File: src/rtl/spa_pkg.sv
`timescale 1ns/1ps
package spa_pkg;
  localparam int NPORT = 2;

  typedef enum logic {
    PORT_CPU = 1'b0,
    PORT_DMA = 1'b1
  } port_e;

  typedef enum logic [1:0] {
    ACC_READ  = 2'd0,
    ACC_FETCH = 2'd1,
    ACC_WRITE = 2'd2
  } acc_e;

  function automatic acc_e acc_kind(input logic we, input logic fetch);
    if (we)         return ACC_WRITE;
    else if (fetch) return ACC_FETCH;
    else            return ACC_READ;
  endfunction
endpackage

File: src/rtl/spa_rr_arb.sv
`timescale 1ns/1ps
module spa_rr_arb #(
  parameter int N = 2
) (
  input  logic         clk,
  input  logic         rst_n,
  input  logic [N-1:0] req,
  output logic [N-1:0] gnt
);
  localparam int PW = (N > 1) ? $clog2(N) : 1;

  logic [PW-1:0] ptr_q, ptr_d;

  // Scan from the pointer; first requester wins, pointer moves past it.
  always_comb begin
    gnt   = '0;
    ptr_d = ptr_q;
    for (int off = 0; off < N; off++) begin
      int idx;
      idx = int'(ptr_q) + off;
      if (idx >= N) idx = idx - N;
      if (gnt == '0 && req[idx]) begin
        gnt[idx] = 1'b1;
        if (idx == N - 1) ptr_d = '0;
        else              ptr_d = PW'(idx + 1);
      end
    end
  end

  always_ff @(posedge clk or negedge rst_n) begin
    if (!rst_n) ptr_q <= '0;
    else        ptr_q <= ptr_d;
  end

  a_r1_one_grant: assert property (@(posedge clk) disable iff (!rst_n)
    $onehot0(gnt));
  a_r1_grant_has_req: assert property (@(posedge clk) disable iff (!rst_n)
    (gnt & ~req) == '0);
  a_r2_tie_to_pointer: assert property (@(posedge clk) disable iff (!rst_n)
    (&req) |-> gnt[ptr_q]);
endmodule

File: src/rtl/spa_access_gate.sv
`timescale 1ns/1ps
module spa_access_gate
  import spa_pkg::*;
#(
  parameter int ID_W   = 3,
  parameter int CPU_ID = 1,
  parameter int DMA_ID = 2
) (
  input  logic            port_sel,
  input  logic [ID_W-1:0] id,
  input  logic            we,
  input  logic            fetch,
  input  logic [NPORT-1:0] wr_allow,
  input  logic [NPORT-1:0] fx_allow,
  output logic            allow
);
  localparam logic [ID_W-1:0] CPU_IDV = ID_W'(CPU_ID);
  localparam logic [ID_W-1:0] DMA_IDV = ID_W'(DMA_ID);

  logic id_ok;
  logic right_ok;

  always_comb begin
    id_ok = (port_sel == PORT_DMA) ? (id == DMA_IDV) : (id == CPU_IDV);
    unique case (acc_kind(we, fetch))
      ACC_WRITE: right_ok = wr_allow[port_sel];
      ACC_FETCH: right_ok = fx_allow[port_sel];
      default:   right_ok = 1'b1;
    endcase
    allow = id_ok & right_ok;
  end
endmodule

File: src/rtl/spa_par_ram.sv
`timescale 1ns/1ps
module spa_par_ram #(
  parameter int ADDR_W = 6,
  parameter int DATA_W = 32
) (
  input  logic              clk,
  input  logic              wr_en,
  input  logic              rd_en,
  input  logic [ADDR_W-1:0] addr,
  input  logic [DATA_W-1:0] wdata,
  input  logic [DATA_W/8-1:0] par_flip,
  output logic [DATA_W-1:0] rdata,
  output logic [ADDR_W-1:0] raddr,
  output logic              mismatch
);
  localparam int NB    = DATA_W / 8;
  localparam int DEPTH = 1 << ADDR_W;

  logic [DATA_W-1:0] mem_d [DEPTH];
  logic [NB-1:0]     mem_p [DEPTH];
  logic [DATA_W-1:0] rd_q;
  logic [NB-1:0]     rp_q;
  logic [ADDR_W-1:0] ra_q;

  function automatic logic [NB-1:0] par_calc(input logic [DATA_W-1:0] d,
                                             input logic [ADDR_W-1:0] a);
    logic [NB-1:0] p;
    for (int b = 0; b < NB; b++) p[b] = ^d[b*8 +: 8];
    p[0] = p[0] ^ (^a);
    return p;
  endfunction

  always_ff @(posedge clk) begin
    if (wr_en) begin
      mem_d[addr] <= wdata;
      mem_p[addr] <= par_calc(wdata, addr) ^ par_flip;
    end
    if (rd_en) begin
      rd_q <= mem_d[addr];
      rp_q <= mem_p[addr];
      ra_q <= addr;
    end
  end

  assign rdata    = rd_q;
  assign raddr    = ra_q;
  assign mismatch = (par_calc(rd_q, ra_q) != rp_q);
endmodule

File: src/rtl/spa_shared_ram.sv
`timescale 1ns/1ps
module spa_shared_ram
  import spa_pkg::*;
#(
  parameter int ADDR_W = 6,
  parameter int DATA_W = 32,
  parameter int ID_W   = 3,
  parameter int CPU_ID = 1,
  parameter int DMA_ID = 2
) (
  input  logic                clk,
  input  logic                rst_n,
  input  logic                cpu_valid,
  output logic                cpu_ready,
  input  logic [ID_W-1:0]     cpu_id,
  input  logic                cpu_we,
  input  logic                cpu_fetch,
  input  logic [ADDR_W-1:0]   cpu_addr,
  input  logic [DATA_W-1:0]   cpu_wdata,
  output logic                cpu_rvalid,
  output logic [DATA_W-1:0]   cpu_rdata,
  input  logic                dma_valid,
  output logic                dma_ready,
  input  logic [ID_W-1:0]     dma_id,
  input  logic                dma_we,
  input  logic                dma_fetch,
  input  logic [ADDR_W-1:0]   dma_addr,
  input  logic [DATA_W-1:0]   dma_wdata,
  output logic                dma_rvalid,
  output logic [DATA_W-1:0]   dma_rdata,
  input  logic [1:0]          cfg_wr_allow,
  input  logic [1:0]          cfg_fx_allow,
  input  logic [DATA_W/8-1:0] inj_par_flip,
  input  logic                perr_clr,
  output logic                viol_pulse,
  output logic                viol_port,
  output logic [ID_W-1:0]     viol_id,
  output logic                perr_pulse,
  output logic                perr_flag,
  output logic [ADDR_W-1:0]   perr_addr
);
  logic [NPORT-1:0] req_v, gnt;
  logic             sel, any_g, allow;
  logic [ID_W-1:0]  s_id;
  logic             s_we, s_fetch;
  logic [ADDR_W-1:0] s_addr;
  logic [DATA_W-1:0] s_wdata;
  logic             mem_we, mem_re;
  logic [DATA_W-1:0] ram_rdata;
  logic [ADDR_W-1:0] ram_raddr;
  logic             ram_mm;
  logic [NPORT-1:0] rsp_v_q;
  logic             viol_q, viol_port_q;
  logic [ID_W-1:0]  viol_id_q;
  logic             flag_q;
  logic [ADDR_W-1:0] paddr_q;

  assign req_v = {dma_valid, cpu_valid};

  spa_rr_arb #(.N(NPORT)) u_arb (
    .clk (clk),
    .rst_n(rst_n),
    .req (req_v),
    .gnt (gnt)
  );

  assign cpu_ready = gnt[PORT_CPU];
  assign dma_ready = gnt[PORT_DMA];
  assign sel       = gnt[PORT_DMA];
  assign any_g     = |gnt;

  always_comb begin
    s_id    = sel ? dma_id    : cpu_id;
    s_we    = sel ? dma_we    : cpu_we;
    s_fetch = sel ? dma_fetch : cpu_fetch;
    s_addr  = sel ? dma_addr  : cpu_addr;
    s_wdata = sel ? dma_wdata : cpu_wdata;
  end

  spa_access_gate #(.ID_W(ID_W), .CPU_ID(CPU_ID), .DMA_ID(DMA_ID)) u_gate (
    .port_sel(sel),
    .id      (s_id),
    .we      (s_we),
    .fetch   (s_fetch),
    .wr_allow(cfg_wr_allow),
    .fx_allow(cfg_fx_allow),
    .allow   (allow)
  );

  assign mem_we = any_g & allow & s_we;
  assign mem_re = any_g & allow & ~s_we;

  spa_par_ram #(.ADDR_W(ADDR_W), .DATA_W(DATA_W)) u_ram (
    .clk     (clk),
    .wr_en   (mem_we),
    .rd_en   (mem_re),
    .addr    (s_addr),
    .wdata   (s_wdata),
    .par_flip(inj_par_flip),
    .rdata   (ram_rdata),
    .raddr   (ram_raddr),
    .mismatch(ram_mm)
  );

  // Response and violation stage: one register after the transfer.
  always_ff @(posedge clk or negedge rst_n) begin
    if (!rst_n) begin
      rsp_v_q     <= '0;
      viol_q      <= 1'b0;
      viol_port_q <= 1'b0;
      viol_id_q   <= '0;
    end else begin
      rsp_v_q <= gnt & {NPORT{~s_we}};
      viol_q  <= any_g & ~allow;
      if (any_g && !allow) begin
        viol_port_q <= sel;
        viol_id_q   <= s_id;
      end
    end
  end

  assign cpu_rvalid = rsp_v_q[PORT_CPU];
  assign dma_rvalid = rsp_v_q[PORT_DMA];
  assign cpu_rdata  = (rsp_v_q[PORT_CPU] && !viol_q) ? ram_rdata : '0;
  assign dma_rdata  = (rsp_v_q[PORT_DMA] && !viol_q) ? ram_rdata : '0;
  assign viol_pulse = viol_q;
  assign viol_port  = viol_port_q;
  assign viol_id    = viol_id_q;
  assign perr_pulse = (|rsp_v_q) & ~viol_q & ram_mm;

  // Sticky error: a fresh error outranks a clear in the same cycle.
  always_ff @(posedge clk or negedge rst_n) begin
    if (!rst_n) begin
      flag_q  <= 1'b0;
      paddr_q <= '0;
    end else if (perr_pulse) begin
      flag_q  <= 1'b1;
      paddr_q <= ram_raddr;
    end else if (perr_clr) begin
      flag_q  <= 1'b0;
    end
  end

  assign perr_flag = flag_q;
  assign perr_addr = paddr_q;

  a_r5_cpu_rsp_follows_read: assert property (@(posedge clk) disable iff (!rst_n)
    cpu_rvalid |-> $past(cpu_valid && cpu_ready && !cpu_we));
  a_r5_dma_rsp_follows_read: assert property (@(posedge clk) disable iff (!rst_n)
    dma_rvalid |-> $past(dma_valid && dma_ready && !dma_we));
  a_r6_no_write_on_deny: assert property (@(posedge clk) disable iff (!rst_n)
    viol_pulse |-> !$past(mem_we));
  a_r9_flag_after_error: assert property (@(posedge clk) disable iff (!rst_n)
    perr_pulse |=> perr_flag);
  a_r9_addr_captured: assert property (@(posedge clk) disable iff (!rst_n)
    perr_pulse |=> (perr_addr == $past(ram_raddr)));
endmodule

File: config.mk
export PLATFORM = sky130hd
export DESIGN_NAME = spa_shared_ram
export DESIGN_NICKNAME = d
export VERILOG_FILES = /design/src/rtl/spa_pkg.sv /design/src/rtl/spa_rr_arb.sv /design/src/rtl/spa_access_gate.sv /design/src/rtl/spa_par_ram.sv /design/src/rtl/spa_shared_ram.sv
export SDC_FILE = /design/constraint.sdc
export NUM_CORES = 2
export LEC_CHECK = 0
export BUFFER_PORTS_ARGS = -buffer_cell sky130_fd_sc_hd__buf_4
export CORE_MARGIN = 2
export CORE_UTILIZATION = 30
export CTS_CLUSTER_DIAMETER = 40
export DETAILED_ROUTE_END_ITERATION = 10
export PLACE_DENSITY_LB_ADDON = 0.1
export SKIP_CTS_REPAIR_TIMING = 1
export SLEW_MARGIN = 20
export SYNTH_ARGS = -nofsm -noshare
export SYNTH_HDL_FRONTEND = slang
export SYNTH_SLANG_ARGS = --single-unit
File: constraint.sdc
create_clock -name clk -period 9.2 [get_ports clk]
set_input_delay 0 -clock clk [delete_from_list [all_inputs] [get_ports clk]]
set_output_delay 0 -clock clk [all_outputs]
set_load 0.05 [all_outputs]
# Word-level counts from Yosys, hierarchy flattened
# Memory sizes are Yosys's and may differ from the RTL's. A register that Yosys moved wholly into a read port is not among the register bits.
# Cells that the tools add are included.
# Widths: inputs -> output; s select.
# totals
ff_bits	21
out_inout_bits	81
ramBits	2304
n_memories	2
input_bits	99
# memory_table
memory	depth	word_bits	read_ports	rd_clocked_by_memory_dff	wr	line_no	source
u_ram.mem_d	64	32	1	1	1	spa_par_ram.sv:19	logic [DATA_W-1:0] mem_d [DEPTH];
u_ram.mem_p	64	4	1	1	1	spa_par_ram.sv:20	logic [NB-1:0] mem_p [DEPTH];
# op_classes
eq_ne	7
order_cmp	7
reduce_logical	23
mux	37
n_addsub	5
bitwise	15
# ops
cell	n
$mux 32	5
$eq 32x2->1 const B	2
$ge 32x1->1 const B	2
$lt 32x3->1 const B	2
$reduce_xor 8->1	8
$ge 32x3->1 const B	1
$sub 32x3->32 const B	1
$mux 1	24
$reduce_xor 6->1	2
$and 1x1->1	7
$logic_and 1x1->1	6
$mux 2	3
$mux 6	1
$ne 4x4->1	1
$reduce_bool 2->1	2
$reduce_or 2->1	2
$xor 4x4->4	1
$eq 3x1->1 const B	1
$eq 3x2->1 const B	1
$mux 3	1
$not 1->1	3
$sub 1x2->3 const B	1
$add 1x1->1 const B	2
$add 1x1->2 const B	1
11 further kinds	14

# Logic depth before layout (Yosys ltp)
# logic_depth
depth_word	20
depth_mapped	12
mapped_depth_nobuf	9

# Modules after synthesis
# A second synthesis with hierarchy kept.
# hier_totals
cells_unflattened	5310
area_unflattened_um2	93095.5
# by_module_without_submodules
module	cells_per_inst	seq_area_each_um2	instances	area_each_um2
spa_par_ram	5123	70447.6	1	91385.1
spa_shared_ram	173	350.3	1	1596.5
spa_access_gate	8	0.0	1	61.3
spa_rr_arb	6	25.0	1	52.6

# Least setup slack after synthesis
# No wires, ideal clock.
# synth_timing
path_kind	reg-to-reg
from	register u_arb.ptr_q
to	memory u_ram.mem_p[0][0] in the netlist's numbering, data pin
t_required_ns	8.633
path_buffers	3
arrival_time_ns	4.539
slack_ns	4.094
path_stages_with_launch	11
cell_sequence	dfrtp_1 nand2b_1 buf_6 nand2_4 buf_2 buf_2 nand2_1 nand2_1 xnor3_1 xnor2_1 xnor2_1
# synth_via
elab_chain_cells	14
# synth_lines
item	line_no	source
start: declaration	spa_rr_arb.sv:12	logic [PW-1:0] ptr_q, ptr_d;
start signal: assignment	spa_rr_arb.sv:32	else ptr_q <= ptr_d;
parallel branches: the longest is 9 deep, another holds $sub 32x3->32	--	
$mux 2 (*)	spa_rr_arb.sv:22	if (gnt == '0 && req[idx]) begin
$mux 32 (*)	spa_shared_ram.sv:77	s_wdata = sel ? dma_wdata : cpu_wdata;
named net s_wdata[4]	spa_shared_ram.sv:47	logic [DATA_W-1:0] s_wdata;
$reduce_xor 8->1 (*)	spa_par_ram.sv:28	for (int b = 0; b < NB; b++) p[b] = ^d[b*8 +: 8];
$xor 1x1->1 (*)	spa_par_ram.sv:29	p[0] = p[0] ^ (^a);
$xor 4x4->4 (*)	spa_par_ram.sv:36	mem_p[addr] <= par_calc(wdata, addr) ^ par_flip;
end: declaration	spa_par_ram.sv:20	
# Mark *: on every way through the listed nets, which the timed path passes. The select of a mux whose other input is x is not followed.

# Worst setup path in the final report
# layout_timing
from	register u_arb.ptr_q
to	memory u_ram.mem_d[55][16] (enable)
# layout_via
elab_chain_cells	20
# layout_lines
item	line_no	source
parallel branches: the longest is 9 deep, another holds $sub 32x3->32	--	
$mux 2 (*)	spa_rr_arb.sv:22	
$mux 1	spa_shared_ram.sv:75	s_fetch = sel ? dma_fetch : cpu_fetch;
$mux 1	spa_pkg.sv:18	else if (fetch) return ACC_FETCH;
$mux 2	spa_pkg.sv:17	if (we) return ACC_WRITE;
$eq 2x1->1 or $eq 2x2->1 (tied branches)	spa_access_gate.sv:25	unique case (acc_kind(we, fetch))
$pmux 1 s2	spa_access_gate.sv:25	
$and 1x1->1	spa_access_gate.sv:30	allow = id_ok & right_ok;
$and 1x1->1 (2 in a row)	spa_shared_ram.sv:90	assign mem_we = any_g & allow & s_we;
$mux 1	spa_par_ram.sv:34	if (wr_en) begin
$mux 1 (not written as such)	spa_par_ram.sv:35	mem_d[addr] <= wdata;
end: declaration	spa_par_ram.sv:19	
# Every way passes the cells marked *. The select of a mux whose other input is x is not followed.

==> impl_results.md <==
- Clock sinks: about 2,400
- GRT Overall Usage: 23.3%
- Die width: 548 µm
- Commonest non-fill, non-tap cell in the layout: edfxtp_1
- Tmin final: a little under 6 ns
- Max-Cap Viols: 0
- Filler cells: 27,300
- Post-route setup TNS: 0 ns
- Critical-path top delay cell: nor2_4
- YS warnings: 0
- Initial antenna violation count: 30
- Final std cells w/o fill: between 10,000 and 15,000
- Number of synthesized flops with an enable pin: 2,346
- Largest family of logic cells by synthesized area: compound AO/OA/AOI/OAI gates
- CP required: 9.81 ns
- Starting density of the core: 30.2%
- CP endpoint kind: register
- Max VDD drop: 0.218 mV
- Slew headroom: 16.9%
- Fmax: 169 MHz
- DRT iter0 DRCs: 7,569
- HPWL after detailed placement: 193 mm
- Post-synth ARST share: less than 1%
- Worst Path Arrival: around 6.5 ns
- Hold slack: -0.0480 ns
- Xor and xnor fraction of the mapped netlist area: less than 1%
- Fin nets: 5,843
- Synth Area in Simple Gates: 4.60%
- Post-synth top area share: 79.3%
- Setup Skew: 0.0549 ns
- Synthesis-to-layout area growth: 25.0%
- Pwr dens: ~280 nW/µm²
- DRC: 0
- Clock Pin Slew Worst Setup and Hold Paths: 0.05 ns
- Num ports: 180
- Gate Count Post-Synth: 5,198
- Total CTS buffers: 420
- CP Cell Sequence: nand2b_1 > buf_6 > nand2_4 > inv_4 > mux2i_4 > buf_4 > buf_12 > nand2_1 > nor2_4 > buf_4
- Seq/Total Area, Yosys: 79.7%
- Clock Latency Late Sink: roughly 0.98 ns
- Hold WC Path Type: primary input to register
- Seq. cell area: 70,800 µm²
- Most frequent cells in the layout: 2,346 x edfxtp_1, 449 x a21oi_1, 422 x clkbuf_16
- Gpl congestion: 0.802
- Worst path most repeated cell: buf_4
- Footprint of the multi-input gates: 17,000 µm²
- Crit path max fanout: 72
- Final Max Slew Viols: 0
- Critical path class: register to register
- Top post-synthesis cells by area: edfxtp_1 79%, a222oi_1 3.0%, a22oi_1 2.8%
- Vias in the first global route: 53,600
- Status: finished, violations left
- RSZ-0062 raised after global routing: false
- Failing checks: negative hold slack
- Synth Area in Adders: 0.0563%
- I/O Buffers: 179
- Cell area after synthesis: ~90,000 µm²
- Family with the most delay on the worst path: buffers and inverters
- CTS tree: done
- H-tree Lvls: 5
- Core ar.: 294,000 µm²
- First-pass DRT Iterations: 9
- Utilization after layout: 37.7%
- Yosys top cell by area: edfxtp_1
- Final Hold Vio Count: 2
- Share of cells above drive strength 1: 20.3%
- First-pass GRT wire length: 481 mm
- Static Leakage: 35.6 nW
- DP Cell Count: 9,152
- Drt total wl: 361 mm
- Largest net degree at the start of global routing: 113
- DIE AREA: 300,000 µm²
- Synth Area in Compound Gates: about an eighth
- Mux cell area share after synthesis: 1.11%
- Avg WL per Cell: ~36 µm
- Grt total ovfl: 0
- Synth unique cells: 74
- Mean Syn Cell Area: 17.1 µm²
- Syn_nets: between 5,000 and 6,000
- Slew @ Worst Pin: 1.23 ns
- Top FF cell, synth: edfxtp_1
- Worst path buffer plus inverter count: 5
- Worst Setup Start Kind: register
- Synthesized flop and latch total: 2,361
- Tcrit/Tclk final: ~64%
- Clk buf depth: 4
- Placement row count: about 200
- Final ANT Viol Nets: 0
- Die H: 548 µm
- Detailed-route vias per instance: 5.55
- CTS root buffer: clkbuf_16
- Via count: 55,600
- Worst path max stage delay: between 0.8 and 0.9 ns
- Final setup vio count: 0
[registers in the layout, indices dropped and copies added (netlist names), 2 cells and up]
name and count:
perr_addr 6, rsp_v_q 2, u_ram.mem_d 2048, u_ram.mem_p 256
u_ram.raddr 6, u_ram.rdata 32, u_ram.rp_q 4, viol_id 3
[final timing paths]
kind,startpoint,to,slack (ns),cells after the start
worst max-delay path,u_arb.ptr_q,u_ram.mem_d[55][16],3.28,10
worst min-delay path,dma_valid,viol_port,-0.05,3
worst max register to register,u_arb.ptr_q,u_ram.mem_d[55][16],3.28,10
worst min register to register,perr_flag,perr_flag,0.48,1
max in group asynchronous,rst_n,u_arb.ptr_q,8.37,3
min in group asynchronous,rst_n,perr_addr[5],0.25,3
[synthesized netlist by cell type (7+ instances only)]
master / number
xor3_1: 7
a22oi_1: 335
mux2_2: 9
o21ai_0: 79
buf_1: 7
clkbuf_1: 112
dfrtp_1: 15
nand4_1: 39
o221ai_1: 21
buf_6: 7
nand2_1: 356
nand3_1: 236
a21o_1: 42
a41oi_1: 17
inv_1: 10
nor2_1: 89
o211ai_1: 96
buf_4: 18
mux2i_1: 83
nand2b_1: 9
and2_1: 64
nand4b_1: 29
buf_2: 205
xnor2_1: 40
a21oi_1: 450
o2111ai_1: 92
edfxtp_1: 2346
xor2_1: 19
a222oi_1: 263
o21ai_1: 13
[through the flow]
step           total power [mW]  instance area, µm²  worst slack, ns
3_5_place_dp               15.3               96000             2.79
3_3_place_gp               15.3               95800             2.83
2_1_floorplan              13.9               88800             4.09
6_report                   30.7              111000             3.28
5_1_grt                    31.5              111000             3.06
4_1_cts                    30.9              110000             2.72
[tightest hold or removal path: cells and delay by family]
kind                   cells  cell delay [ns]
buffers and inverters      1             0.22
AND/OR/NAND/NOR            1             0.43
AO/OA/AOI/OAI              1             0.17
[cell families after synthesis]
logic type               Yosys count
AO/OA/AOI/OAI                   1445
XOR/XNOR                          67
adder cells (fa/ha/maj)            4
buffers and inverters            366
flip-flops                      2361
multiplexers                      95
AND/OR/NAND/NOR                  860
[metal layers]
layer	vias to the layer above	track usage [%]	wire (µm)
li1	22700	-	-
met1	29900	33.5	161000
met2	2672	36.7	165000
met3	388	4.25	28100
met4	0	5.17	6820
met5	-	0	0
[power by group]
group / switching, mW / internal [mW] / leakage (nW)
Combinational: 2.12 / 0.551 / 7.39
Sequential: 0.0231 / 12.4 / 21.3
Clock: 5.50 / 10.1 / 6.85
[final cells by class]
type / instances / area share [%]
Clock inverter: 317 / 3.21
Multi-Input combinational cell: 2471 / 15.3
Tap cell: 3919 / 4.41
Antenna cell: 9 / 0.0203
Timing Repair Buffer: 469 / 3.59
Sequential cell: 2361 / 63.8
Clock buffer: 445 / 9.59
Inverter: 17 / 0.0732
Power figures use the tool's default switching activity.
